<file path="src/rtl/cc_obuf_pkg.sv">
package cc_obuf_pkg;

    // Read-side states of the host port
    typedef enum logic [1:0] {
        RD_IDLE    = 2'd0,
        RD_ARMED   = 2'd1,
        RD_SHIFT   = 2'd2,
        RD_DRAINED = 2'd3
    } rd_state_e;

endpackage

</file>
<file path="src/rtl/cc_pin_sync.sv">
module cc_pin_sync #(
    parameter int   STAGES  = 2,
    parameter logic RST_VAL = 1'b1
) (
    input  logic clk,
    input  logic rst_n,
    input  logic pin,
    output logic level,
    output logic rise,
    output logic fall
);
    // STAGES synchroniser flops plus one history flop for edge detection
    logic [STAGES:0] sh_q;

    always_ff @(posedge clk or negedge rst_n) begin
        if (!rst_n) begin
            sh_q <= {(STAGES + 1){RST_VAL}};
        end else begin
            sh_q <= {sh_q[STAGES-1:0], pin};
        end
    end

    assign level = sh_q[STAGES-1];
    assign rise  =  sh_q[STAGES-1] & ~sh_q[STAGES];
    assign fall  = ~sh_q[STAGES-1] &  sh_q[STAGES];

endmodule

</file>
<file path="src/rtl/cc_line21_gen.sv">
module cc_line21_gen #(
    parameter int W = 16
) (
    input  logic         clk,
    input  logic         rst_n,
    input  logic [W-1:0] cap_word,
    input  logic         line21_act,
    input  logic         field_even,
    input  logic         mode_both,
    output logic         line_pulse,
    output logic         xfer_req,
    output logic [W-1:0] stage_word
);
    logic qual;
    logic pulse_q;
    logic pulse_d1_q;

    // pulse qualifies in even fields, or in every field when mode_both is set
    assign qual = line21_act & (mode_both | field_even);

    always_ff @(posedge clk or negedge rst_n) begin
        if (!rst_n) begin
            pulse_q    <= 1'b0;
            pulse_d1_q <= 1'b0;
            stage_word <= '0;
        end else begin
            pulse_q    <= qual;
            pulse_d1_q <= pulse_q;
            if (qual) begin
                stage_word <= cap_word;
            end
        end
    end

    assign line_pulse = pulse_q;
    // one-cycle request after the trailing edge of the pulse
    assign xfer_req   = pulse_d1_q & ~pulse_q;

endmodule

</file>
<file path="src/rtl/cc_read_fsm.sv">
module cc_read_fsm
    import cc_obuf_pkg::*;
#(
    parameter int W = 16
) (
    input  logic         clk,
    input  logic         rst_n,
    input  logic         en_fall,
    input  logic         en_rise,
    input  logic         sclk_fall,
    input  logic [W-1:0] obuf,
    output rd_state_e    state,
    output logic         rd_busy,
    output logic         to_idle,
    output logic         consume,
    output logic         sdo,
    output logic         sdo_oe
);
    localparam int IW = (W > 1) ? $clog2(W) : 1;
    localparam logic [IW-1:0] LAST = IW'(W - 1);

    rd_state_e     state_q, state_d;
    logic [IW-1:0] idx_q;

    // next-state logic
    always_comb begin
        state_d = state_q;
        unique case (state_q)
            RD_IDLE: begin
                if (en_fall) state_d = RD_ARMED;
            end
            RD_ARMED: begin
                if (en_rise)        state_d = RD_IDLE;
                else if (sclk_fall) state_d = (W == 1) ? RD_DRAINED : RD_SHIFT;
            end
            RD_SHIFT: begin
                if (en_rise)                        state_d = RD_IDLE;
                else if (sclk_fall && idx_q == LAST) state_d = RD_DRAINED;
            end
            RD_DRAINED: begin
                if (en_rise) state_d = RD_IDLE;
            end
            default: state_d = RD_IDLE;
        endcase
    end

    // state register and bit pointer
    always_ff @(posedge clk or negedge rst_n) begin
        if (!rst_n) begin
            state_q <= RD_IDLE;
            idx_q   <= '0;
        end else begin
            state_q <= state_d;
            if (state_q == RD_IDLE) begin
                idx_q <= '0;
            end else if (sclk_fall && !en_rise && idx_q != LAST &&
                         (state_q == RD_ARMED || state_q == RD_SHIFT)) begin
                idx_q <= idx_q + 1'b1;
            end
        end
    end

    // outputs
    always_comb begin
        state   = state_q;
        rd_busy = (state_q != RD_IDLE);
        to_idle = (state_q != RD_IDLE) && en_rise;
        consume = en_rise && (state_q == RD_SHIFT || state_q == RD_DRAINED);
        sdo_oe  = (state_q != RD_IDLE);
        unique case (state_q)
            RD_ARMED, RD_SHIFT: sdo = obuf[idx_q];
            default:            sdo = 1'b0;
        endcase
    end

endmodule

</file>
<file path="src/rtl/cc_word_store.sv">
module cc_word_store #(
    parameter int W = 16
) (
    input  logic         clk,
    input  logic         rst_n,
    input  logic         xfer_req,
    input  logic [W-1:0] stage_word,
    input  logic         rd_busy,
    input  logic         to_idle,
    input  logic         consume,
    output logic [W-1:0] obuf
);
    logic         pend_q;
    logic [W-1:0] pend_word_q;

    always_ff @(posedge clk or negedge rst_n) begin
        if (!rst_n) begin
            obuf        <= '0;
            pend_q      <= 1'b0;
            pend_word_q <= '0;
        end else if (xfer_req && (!rd_busy || to_idle)) begin
            // newest word wins when the port is free or just freeing
            obuf   <= stage_word;
            pend_q <= 1'b0;
        end else if (xfer_req) begin
            pend_q      <= 1'b1;
            pend_word_q <= stage_word;
        end else if (to_idle) begin
            if (pend_q)       obuf <= pend_word_q;
            else if (consume) obuf <= '0;
            pend_q <= 1'b0;
        end
    end

endmodule

</file>
<file path="src/rtl/cc_caption_obuf.sv">
module cc_caption_obuf
    import cc_obuf_pkg::*;
#(
    parameter int W           = 16,
    parameter int SYNC_STAGES = 2
) (
    input  logic         clk,
    input  logic         rst_n,
    input  logic [W-1:0] cap_word,
    input  logic         line21_act,
    input  logic         field_even,
    input  logic         mode_both,
    input  logic         host_en_n,
    input  logic         host_sclk,
    output logic         line_pulse,
    output logic         sdo,
    output logic         sdo_oe
);
    localparam int NPINS = 2;

    logic [NPINS-1:0] pin_in, pin_lvl, pin_rise, pin_fall;
    logic             xfer_req, rd_busy, to_idle, consume;
    logic [W-1:0]     stage_word, obuf;
    rd_state_e        rd_state;

    assign pin_in = {host_sclk, host_en_n};

    // both host pins idle high
    for (genvar g = 0; g < NPINS; g++) begin : g_sync
        cc_pin_sync #(.STAGES(SYNC_STAGES), .RST_VAL(1'b1)) u_sync (
            .clk   (clk),
            .rst_n (rst_n),
            .pin   (pin_in[g]),
            .level (pin_lvl[g]),
            .rise  (pin_rise[g]),
            .fall  (pin_fall[g])
        );
    end

    cc_line21_gen #(.W(W)) u_l21 (
        .clk        (clk),
        .rst_n      (rst_n),
        .cap_word   (cap_word),
        .line21_act (line21_act),
        .field_even (field_even),
        .mode_both  (mode_both),
        .line_pulse (line_pulse),
        .xfer_req   (xfer_req),
        .stage_word (stage_word)
    );

    cc_read_fsm #(.W(W)) u_fsm (
        .clk       (clk),
        .rst_n     (rst_n),
        .en_fall   (pin_fall[0]),
        .en_rise   (pin_rise[0]),
        .sclk_fall (pin_fall[1]),
        .obuf      (obuf),
        .state     (rd_state),
        .rd_busy   (rd_busy),
        .to_idle   (to_idle),
        .consume   (consume),
        .sdo       (sdo),
        .sdo_oe    (sdo_oe)
    );

    cc_word_store #(.W(W)) u_store (
        .clk        (clk),
        .rst_n      (rst_n),
        .xfer_req   (xfer_req),
        .stage_word (stage_word),
        .rd_busy    (rd_busy),
        .to_idle    (to_idle),
        .consume    (consume),
        .obuf       (obuf)
    );

    logic unused_lvl;
    assign unused_lvl = ^pin_lvl;

endmodule

</file>
<file path="config.mk">
export PLATFORM = sky130hd
export DESIGN_NAME = cc_caption_obuf
export DESIGN_NICKNAME = d
export VERILOG_FILES = /design/src/rtl/cc_obuf_pkg.sv /design/src/rtl/cc_pin_sync.sv /design/src/rtl/cc_line21_gen.sv /design/src/rtl/cc_read_fsm.sv /design/src/rtl/cc_word_store.sv /design/src/rtl/cc_caption_obuf.sv
export SDC_FILE = /design/constraint.sdc
export NUM_CORES = 1
export LEC_CHECK = 0
export BUFFER_PORTS_ARGS = -buffer_cell sky130_fd_sc_hd__clkbuf_2
export CORE_UTILIZATION = 55
export CTS_BUF_LIST = sky130_fd_sc_hd__clkbuf_8
export CTS_CLUSTER_DIAMETER = 150
export DETAILED_ROUTE_END_ITERATION = 12
export PLACE_DENSITY = 0.74
export REMOVE_ABC_BUFFERS = 1
export SYNTH_ARGS = -nofsm -noshare
export SYNTH_HDL_FRONTEND = slang
export SYNTH_SLANG_ARGS = --single-unit
</file>
<file path="constraint.sdc">
create_clock -name clk -period 2.6 [get_ports clk]
set_input_delay 0.52 -clock clk [delete_from_list [all_inputs] [get_ports clk]]
set_output_delay 0.52 -clock clk [all_outputs]
set_load 0.03 [all_outputs]
</file>
==> impl_results.html, run 1 <==
<table>
<tr><th>Metric</th><th>Value</th></tr>
<tr><th colspan="2">Timing</th></tr>
<tr><td>Measured slew at the worst slew-check pin</td><td>0.569 ns</td></tr>
<tr><td>Final period utilization</td><td>0.939</td></tr>
<tr><td>Setup repair after global routing missed its margin</td><td>false</td></tr>
<tr><td>Final-report hold violation count</td><td>0</td></tr>
<tr><td>Number of pins with negative max-slew slack in the final report</td><td>0</td></tr>
<tr><td>Final setup violation count</td><td>0</td></tr>
<tr><td>Worst clock skew</td><td>0.00622 ns</td></tr>
<tr><td>Setup_tns</td><td>0 ns</td></tr>
<tr><td>Fmax</td><td>410 MHz</td></tr>
<tr><td>Crit path time final</td><td>2.44 ns</td></tr>
<tr><td>Slew Limit Headroom</td><td>0.621</td></tr>
<tr><th colspan="2">Floorplan</th></tr>
<tr><td>Die ar.</td><td>5770 um2</td></tr>
<tr><td>Die Ht</td><td>76.0 um</td></tr>
<tr><td>Die Span X</td><td>76.0 um</td></tr>
<tr><td>Initial standard-cell utilization of the core</td><td>0.578</td></tr>
<tr><td>FP Rows</td><td>26</td></tr>
<tr><td>I/O pin cnt</td><td>26</td></tr>
<tr><td>Placeable core region</td><td>5200 um2</td></tr>
<tr><th colspan="2">CTS</th></tr>
<tr><td>Clock transition at the registers of the reported paths</td><td>0.07 ns</td></tr>
<tr><td>Clock sink count</td><td>63</td></tr>
<tr><td>H-Tree Depth</td><td>3</td></tr>
<tr><td>Clock latency at the later pin of the worst-skew pair</td><td>0.34 ns</td></tr>
<tr><td>Clock tree from TritonCTS</td><td>built</td></tr>
<tr><td>Clock root cell</td><td>clkbuf_8</td></tr>
<tr><td>Number of buffers created by CTS</td><td>9</td></tr>
<tr><td>Setup bufs post-CTS</td><td>0</td></tr>
<tr><td>Clock buffer depth</td><td>2</td></tr>
<tr><td>Quantity of hold-fixing buffers added after cts</td><td>0</td></tr>
<tr><th colspan="2">Synthesis</th></tr>
<tr><td>Post-Syn Area per Cell</td><td>13.1 um2</td></tr>
<tr><td>Instance count of the mapped netlist</td><td>230</td></tr>
<tr><td>Sequential-to-total area share from yosys stat</td><td>0.526</td></tr>
<tr><td>Register bit total from synthesis</td><td>63</td></tr>
<tr><td>Cell area after technology mapping</td><td>3010 um2</td></tr>
<tr><td>Post-synth cell types</td><td>37</td></tr>
<tr><td>Synthesis Warnings</td><td>0</td></tr>
<tr><td>Number of enable flip-flop cells after synthesis</td><td>0</td></tr>
<tr><td>Share of flip-flops with an asynchronous set or reset</td><td>1.00</td></tr>
<tr><td>Most frequently used flop master after synthesis</td><td>dfrtp_1</td></tr>
<tr><th colspan="2">Global route</th></tr>
<tr><td>Number of antenna violations at the first check in global routing</td><td>0</td></tr>
<tr><td>Overall overflow remaining after global route</td><td>0</td></tr>
<tr><td>Largest net degree at the start of global routing</td><td>44</td></tr>
<tr><td>Vias in the first global route</td><td>between 1,500 and 2,000</td></tr>
<tr><td>Global-route usage over all layers</td><td>0.193</td></tr>
<tr><td>Global-route wire length before repair</td><td>8480 um</td></tr>
<tr><th colspan="2">Finish</th></tr>
<tr><td>Share of the core filled with cells in the final layout</td><td>0.645</td></tr>
<tr><td>Fraction of layout instances using a drive strength above 1</td><td>0.392</td></tr>
<tr><td>Number of nets in the final layout</td><td>289</td></tr>
<tr><td>Area added between synthesis and finish</td><td>11.6%</td></tr>
<tr><td>Antenna cell count</td><td>0</td></tr>
<tr><th colspan="2">Worst setup path</th></tr>
<tr><td>Number of cells on the worst reg-to-reg path</td><td>7</td></tr>
<tr><td>Critical Path Fanout Max</td><td>9</td></tr>
<tr><td>Crit Reg-Reg Endpoint</td><td>u_store.obuf[15]$_DFFE_PN0P_</td></tr>
<tr><td>Data required, critical path</td><td>2.08 ns</td></tr>
<tr><td>Signal arrival time at the worst endpoint</td><td>1.92 ns</td></tr>
<tr><td>CP Capture Type</td><td>primary output</td></tr>
<tr><td>R2R Setup Slk</td><td>0.46 ns</td></tr>
<tr><td>Critical path class</td><td>register to primary output</td></tr>
<tr><td>Worst R2R Start</td><td>u_fsm.state[0]$_DFFE_PN0P_</td></tr>
<tr><td>CP startpoint kind</td><td>register</td></tr>
<tr><th colspan="2">Place</th></tr>
<tr><td>Placer's final routability congestion estimate</td><td>0.776</td></tr>
<tr><td>Quantity of I/O buffers inserted on ports</td><td>25</td></tr>
<tr><td>Post-DP HPWL</td><td>3180 um</td></tr>
<tr><th colspan="2">Detailed routing</th></tr>
<tr><td>Vias per inst</td><td>5.20</td></tr>
<tr><td>Via count</td><td>1,743</td></tr>
<tr><td>Antenna viol nets, final</td><td>0</td></tr>
<tr><td>Wire length reported by the detailed router</td><td>4810 um</td></tr>
<tr><td>DRC viols</td><td>0</td></tr>
<tr><td>Detailed-router iteration count before antenna repair</td><td>4</td></tr>
<tr><td>Routed length per instance</td><td>14.4 um</td></tr>
<tr><td>Initial drt markers</td><td>105</td></tr>
<tr><th colspan="2">Outcome</th></tr>
<tr><td>Run status</td><td>completed</td></tr>
<tr><th colspan="2">Worst hold path</th></tr>
<tr><td>Type of the tightest min-delay check</td><td>input pin to asynchronous set/reset pin</td></tr>
<tr><th colspan="2">Run</th></tr>
<tr><td>Number of max-cap violations</td><td>0</td></tr>
<tr><th colspan="2">Power and ir drop</th></tr>
<tr><td>Worst supply voltage drop on vdd</td><td>between 500 and 600 uV</td></tr>
<tr><td>Leak Pwr</td><td>1.69 nW</td></tr>
<tr><td>Total power density per cell area</td><td>around 990 nW/um2</td></tr>
</table>
cell families (layout without fill, tap and decap cells):
| logic type | count (synthesis) | count (layout) | share of synthesized area |
|---|---|---|---|
| flip-flops | 63 | 63 | 0.526 |
| AO/OA/AOI/OAI | 12 | 12 | 0.0341 |
| adder cells (fa/ha/maj) | 6 | 6 | 0.0249 |
| XOR/XNOR | 3 | 3 | 0.00873 |
| AND/OR/NAND/NOR | 40 | 40 | 0.0632 |
| buffers and inverters | 33 | 68 | 0.0586 |
| multiplexers | 73 | 73 | 0.284 |
where the power goes:
group / switching [mW] / total (mW) / internal, mW
Clock: 0.350 / 0.733 / 0.382
Sequential: 0.207 / 1.51 / 1.31
Combinational: 0.473 / 1.08 / 0.607
metal layers:
metal,wire (um),vias to the layer above,global-route usage
li1,-,844,-
met1,2230,859,0.240
met2,2320,27,0.307
met3,135,13,0.0395
met4,126,0,0.125
met5,0,-,0
Yosys cell counts, types with 2 or more instances:
| cell type | instances | area share |
|---|---|---|
| mux2i_1 | 21 | 0.070 |
| nand2_1 | 16 | 0.020 |
| and3_1 | 2 | 0.0042 |
| buf_4 | 2 | 0.0050 |
| mux4_2 | 2 | 0.015 |
| xor2_1 | 2 | 0.0058 |
| buf_2 | 5 | 0.0083 |
| nand2b_1 | 2 | 0.0042 |
| mux2_4 | 10 | 0.050 |
| nand4_1 | 2 | 0.0042 |
| ha_1 | 6 | 0.025 |
| nor2_1 | 10 | 0.012 |
| dfrtp_1 | 57 | 0.47 |
| dfstp_2 | 6 | 0.052 |
| buf_6 | 3 | 0.011 |
| inv_1 | 21 | 0.026 |
| mux2_2 | 40 | 0.15 |
| a21oi_1 | 2 | 0.0033 |
| nand3_1 | 3 | 0.0050 |
registers in the layout (all words and copies together) (netlist names):
register	count
u_fsm.state	2
g_sync.u_sync.sh_q	6
u_store.pend_word_q	16
u_l21.pulse_d1_q	1
u_l21.line_pulse	1
u_store.pend_q	1
u_fsm.idx_q	4
u_l21.stage_word	16
u_store.obuf	16
through the flow:
step                      hold WS, ns  worst slack (ns)  power, mW  area, um2  cells
after global routing            0.201            0.0356       3.53       3360    335
after CTS                       0.163            0.0135       3.35       3360    335
after floorplan                 0.224             0.117       2.32       2910    218
after global placement          0.346             0.345       2.56       3180    319
final                           0.162             0.159       3.32       3360    335
after detailed placement        0.347             0.335       2.61       3180    319
cell type report:
type                            instances  area (um2)
Fill cell                             396        1850
Sequential cell                        63        1590
Multi-Input combinational cell        134        1250
Timing Repair Buffer                   31         185
Clock buffer                           11         151
Tap cell                               70        87.6
Inverter                               21        78.8
Clock inverter                          5        20.0
critical path, cell delays in order (launching register included):
cell       delay [ns]
dfrtp_2          0.49
mux4_2           0.36
o2bb2ai_1        0.07
a311o_1          0.32
a21boi_1         0.17
buf_4            0.18
how the worst max path moves through the flow:
| stage | from | end | slack [ns] | cells past startpoint |
|---|---|---|---|---|
| 2_1_floorplan | u_fsm.state[0]$_DFFE_PN0P_ | u_store.obuf[10]$_DFFE_PN0P_ | 0.12 | 6 |
| 4_1_cts | u_fsm.idx_q[0]$_DFFE_PN0P_ | sdo | 0.01 | 5 |
| 3_3_place_gp | u_fsm.idx_q[0]$_DFFE_PN0P_ | sdo | 0.34 | 5 |
| 3_5_place_dp | u_fsm.idx_q[0]$_DFFE_PN0P_ | sdo | 0.34 | 5 |
| 5_1_grt | u_fsm.idx_q[1]$_DFFE_PN0P_ | sdo | 0.04 | 5 |
| 6_report | u_fsm.idx_q[0]$_DFFE_PN0P_ | sdo | 0.16 | 5 |
cells in the final DEF (no fill, tap or decap), drive strengths merged, types with 2 or more instances in the layout:
cell,count
nand2,16
nand3,3
nor2,10
mux2,50
inv,25
ha,6
dfstp,6
dfrtp,57
a21oi,2
clkbuf,35
o21ai,2
mux2i,21
nand4,2
and3,2
nand2b,3
xor2,2
buf,7
mux4,2
what timing repair did:
item                       CTS  global route
gates resized for setup      1             3
pin swaps                    0             0
setup endpoints to repair    1             1
(Power assumes the default switching activity.)
==> run 2: changes to the inputs <==
Settings changed: BUFFER_PORTS_ARGS -buffer_cell sky130_fd_sc_hd__clkbuf_2 to default, CORE_ASPECT_RATIO from default to 0.75, DONT_BUFFER_PORTS from default to 1, PLACE_DENSITY 0.74 to 0.7.
==> impl_results.html, run 2 (synthesized netlist as in run 1, its figures left out) <==
<table>
<tr><th>Metric</th><th>Value</th></tr>
<tr><th colspan="2">CTS</th></tr>
<tr><td>H-Tree Depth</td><td>3</td></tr>
<tr><td>Clock sink count</td><td>63</td></tr>
<tr><td>Clock transition at the registers of the reported paths</td><td>0.06 ns</td></tr>
<tr><td>Clock tree from TritonCTS</td><td>built</td></tr>
<tr><td>Number of buffers created by CTS</td><td>9</td></tr>
<tr><td>Clock latency at the later pin of the worst-skew pair</td><td>between 0.3 and 0.4 ns</td></tr>
<tr><td>Clock buffer depth</td><td>2</td></tr>
<tr><td>Setup bufs post-CTS</td><td>0</td></tr>
<tr><td>Clock root cell</td><td>clkbuf_8</td></tr>
<tr><th colspan="2">Finish</th></tr>
<tr><td>Area used by multi-input combinational logic</td><td>1250 um2</td></tr>
<tr><td>Footprint of the flip-flops and latches</td><td>1590 um2</td></tr>
<tr><td>Largest registers</td><td>u_l21.stage_word x16, u_store.obuf x16, u_store.pend_word_q x16</td></tr>
<tr><td>Area added between synthesis and finish</td><td>10.0%</td></tr>
<tr><td>Most frequent standard cell in the layout excluding fill and tap cells</td><td>dfrtp_1</td></tr>
<tr><td>Number of nets in the final layout</td><td>266</td></tr>
<tr><td>Filler Cells Inserted</td><td>372</td></tr>
<tr><td>Fraction of layout instances using a drive strength above 1</td><td>0.343</td></tr>
<tr><td>Share of the core filled with cells in the final layout</td><td>0.654</td></tr>
<tr><td>Antenna cell count</td><td>0</td></tr>
<tr><td>Top library cells by usage in the layout, fill and taps aside</td><td>dfrtp_1, mux2_2, inv_1</td></tr>
<tr><th colspan="2">Power and ir drop</th></tr>
<tr><td>Leak Pwr</td><td>around 1.6 nW</td></tr>
<tr><td>Switching power</td><td>roughly 1.1 mW</td></tr>
<tr><td>Clk pwr share</td><td>0.262</td></tr>
<tr><td>Proportion of total power due to net switching</td><td>0.297</td></tr>
<tr><td>Portion of total power attributed to sequential cells</td><td>0.429</td></tr>
<tr><td>Proportion of power drawn by combinational gates</td><td>0.309</td></tr>
<tr><td>Worst supply voltage drop on vdd</td><td>about 560 uV</td></tr>
<tr><td>Total power density per cell area</td><td>approximately 1100 nW/um2</td></tr>
<tr><td>Pint</td><td>about 2.5 mW</td></tr>
<tr><th colspan="2">Worst setup path</th></tr>
<tr><td>End of the critical path</td><td>sdo</td></tr>
<tr><td>CP Capture Type</td><td>primary output</td></tr>
<tr><td>Crit Reg-Reg Endpoint</td><td>u_store.obuf[4]$_DFFE_PN0P_</td></tr>
<tr><td>Critical path class</td><td>register to primary output</td></tr>
<tr><td>Worst R2R Start</td><td>u_fsm.state[0]$_DFFE_PN0P_</td></tr>
<tr><td>Critical Path Fanout Max</td><td>9</td></tr>
<tr><td>Signal arrival time at the worst endpoint</td><td>1.96 ns</td></tr>
<tr><td>CP startpoint kind</td><td>register</td></tr>
<tr><td>Number of cells on the worst reg-to-reg path</td><td>4</td></tr>
<tr><td>Data required, critical path</td><td>around 2.1 ns</td></tr>
<tr><td>R2R Setup Slk</td><td>0.28 ns</td></tr>
<tr><td>Start point of the critical path</td><td>u_fsm.idx_q[0]$_DFFE_PN0P_</td></tr>
<tr><th colspan="2">Timing</th></tr>
<tr><td>Final-report hold violation count</td><td>0</td></tr>
<tr><td>Number of pins with negative max-slew slack in the final report</td><td>0</td></tr>
<tr><td>Final period utilization</td><td>0.953</td></tr>
<tr><td>Final setup violation count</td><td>0</td></tr>
<tr><td>Setup repair after global routing missed its margin</td><td>false</td></tr>
<tr><td>Fmax</td><td>403 MHz</td></tr>
<tr><td>Measured slew at the worst slew-check pin</td><td>1.03 ns</td></tr>
<tr><td>Setup_tns</td><td>0 ns</td></tr>
<tr><td>Slew Limit Headroom</td><td>0.313</td></tr>
<tr><td>Worst clock skew</td><td>0.00580 ns</td></tr>
<tr><td>Hold Slack</td><td>slightly below 0.04 ns</td></tr>
<tr><td>Crit path setup slack, layout</td><td>0.121 ns</td></tr>
<tr><td>Crit path time final</td><td>2.48 ns</td></tr>
<tr><th colspan="2">Detailed routing</th></tr>
<tr><td>Met1 Routed Length</td><td>between 2000 and 2500 um</td></tr>
<tr><td>Met2 wire length</td><td>2520 um</td></tr>
<tr><td>Met3 Wirelength</td><td>~270 um</td></tr>
<tr><td>Via count</td><td>about 1,700</td></tr>
<tr><td>Routed length per instance</td><td>16.3 um</td></tr>
<tr><td>Vias per inst</td><td>5.46</td></tr>
<tr><td>Top routing layer in use</td><td>met4</td></tr>
<tr><td>Antenna viol nets, final</td><td>0</td></tr>
<tr><td>Detailed-router iteration count before antenna repair</td><td>5</td></tr>
<tr><td>Initial drt markers</td><td>88</td></tr>
<tr><td>DRC viols</td><td>0</td></tr>
<tr><td>Wire length reported by the detailed router</td><td>approximately 5100 um</td></tr>
<tr><th colspan="2">Global route</th></tr>
<tr><td>Global-route wire length before repair</td><td>8560 um</td></tr>
<tr><td>Largest net degree at the start of global routing</td><td>58</td></tr>
<tr><td>Global-route usage over all layers</td><td>0.210</td></tr>
<tr><td>Vias in the first global route</td><td>about 1,800</td></tr>
<tr><td>Number of antenna violations at the first check in global routing</td><td>0</td></tr>
<tr><td>Overall overflow remaining after global route</td><td>0</td></tr>
<tr><th colspan="2">Place</th></tr>
<tr><td>Place WS</td><td>0.311 ns</td></tr>
<tr><td>Placer's final routability congestion estimate</td><td>slightly above 0.9</td></tr>
<tr><td>Post-DP HPWL</td><td>3370 um</td></tr>
<tr><td>Quantity of I/O buffers inserted on ports</td><td>0</td></tr>
<tr><th colspan="2">Floorplan</th></tr>
<tr><td>Die ar.</td><td>5780 um2</td></tr>
<tr><td>Placeable core region</td><td>about 5100 um2</td></tr>
<tr><td>FP Rows</td><td>22</td></tr>
<tr><td>Die Ht</td><td>66.1 um</td></tr>
<tr><td>Die Span X</td><td>87.4 um</td></tr>
<tr><td>I/O pin cnt</td><td>26</td></tr>
<tr><td>Initial standard-cell utilization of the core</td><td>0.594</td></tr>
<tr><th colspan="2">Run</th></tr>
<tr><td>Number of max-cap violations</td><td>0</td></tr>
<tr><th colspan="2">Worst hold path</th></tr>
<tr><td>Type of the tightest min-delay check</td><td>input pin to asynchronous set/reset pin</td></tr>
<tr><th colspan="2">Outcome</th></tr>
<tr><td>Run status</td><td>completed</td></tr>
</table>
-- run 2: through the flow --
| stage | instance area [um2] | total power [mW] | cells |
|---|---|---|---|
| 2_1_floorplan | 2910 | 2.32 | 218 |
| 3_3_place_gp | 3050 | 2.52 | 296 |
| 3_5_place_dp | 3050 | 2.60 | 296 |
| 4_1_cts | 3300 | 3.56 | 313 |
| 5_1_grt | 3310 | 3.75 | 314 |
| 6_report | 3310 | 3.54 | 314 |
-- run 2: worst min-delay path by stage --
stage,slack (ns),start,to
after floorplan,0.22,rst_n,u_fsm.idx_q[0]$_DFFE_PN0P_
after global placement,0.23,rst_n,u_l21.stage_word[7]$_DFFE_PN0P_
after detailed placement,0.23,rst_n,u_l21.stage_word[7]$_DFFE_PN0P_
after CTS,0.005,rst_n,g_sync[0].u_sync.sh_q[0]$_DFF_PN1_
after global routing,0.04,rst_n,u_l21.stage_word[7]$_DFFE_PN0P_
final,0.04,rst_n,u_l21.stage_word[7]$_DFFE_PN0P_
-- run 2: power by group through the flow --
| stage | clock network [mW] | logic, mW | registers, mW |
|---|---|---|---|
| 2_1_floorplan | 0 | 0.842 | 1.48 |
| 3_3_place_gp | 0 | 1.01 | 1.51 |
| 3_5_place_dp | 0 | 1.07 | 1.53 |
| 4_1_cts | 0.944 | 1.10 | 1.52 |
| 5_1_grt | 0.996 | 1.20 | 1.56 |
| 6_report | 0.930 | 1.09 | 1.52 |
-- run 2: area by class of cell --
type	instances	area share
Clock buffer	11	0.0457
Clock inverter	5	0.0219
Inverter	21	0.0238
Multi-Input combinational cell	134	0.377
Sequential cell	63	0.479
Tap cell	72	0.0272
Timing Repair Buffer	8	0.0249
-- run 2: repair_timing --
| action | in CTS | in global routing |
|---|---|---|
| setup endpoints to repair | 0 | 1 |
| hold buffers | 1 | 1 |
| endpoints found under the hold margin | 57 | 6 |
| resized for setup | 0 | 2 |
-- run 2: routing by layer --
metal / global-route usage / up-vias
met1: 0.252 / 851
met5: 0 / -
met4: 0.0861 / 0
li1: - / 800
met3: 0.0799 / 9
met2: 0.341 / 54
-- run 2: worst max-delay path: stages (launching register included) --
cell,delay (ns)
dfrtp_2,0.49
mux4_2,0.36
o2bb2ai_1,0.07
a311o_1,0.32
a21boi_0,0.19
buf_4,0.19
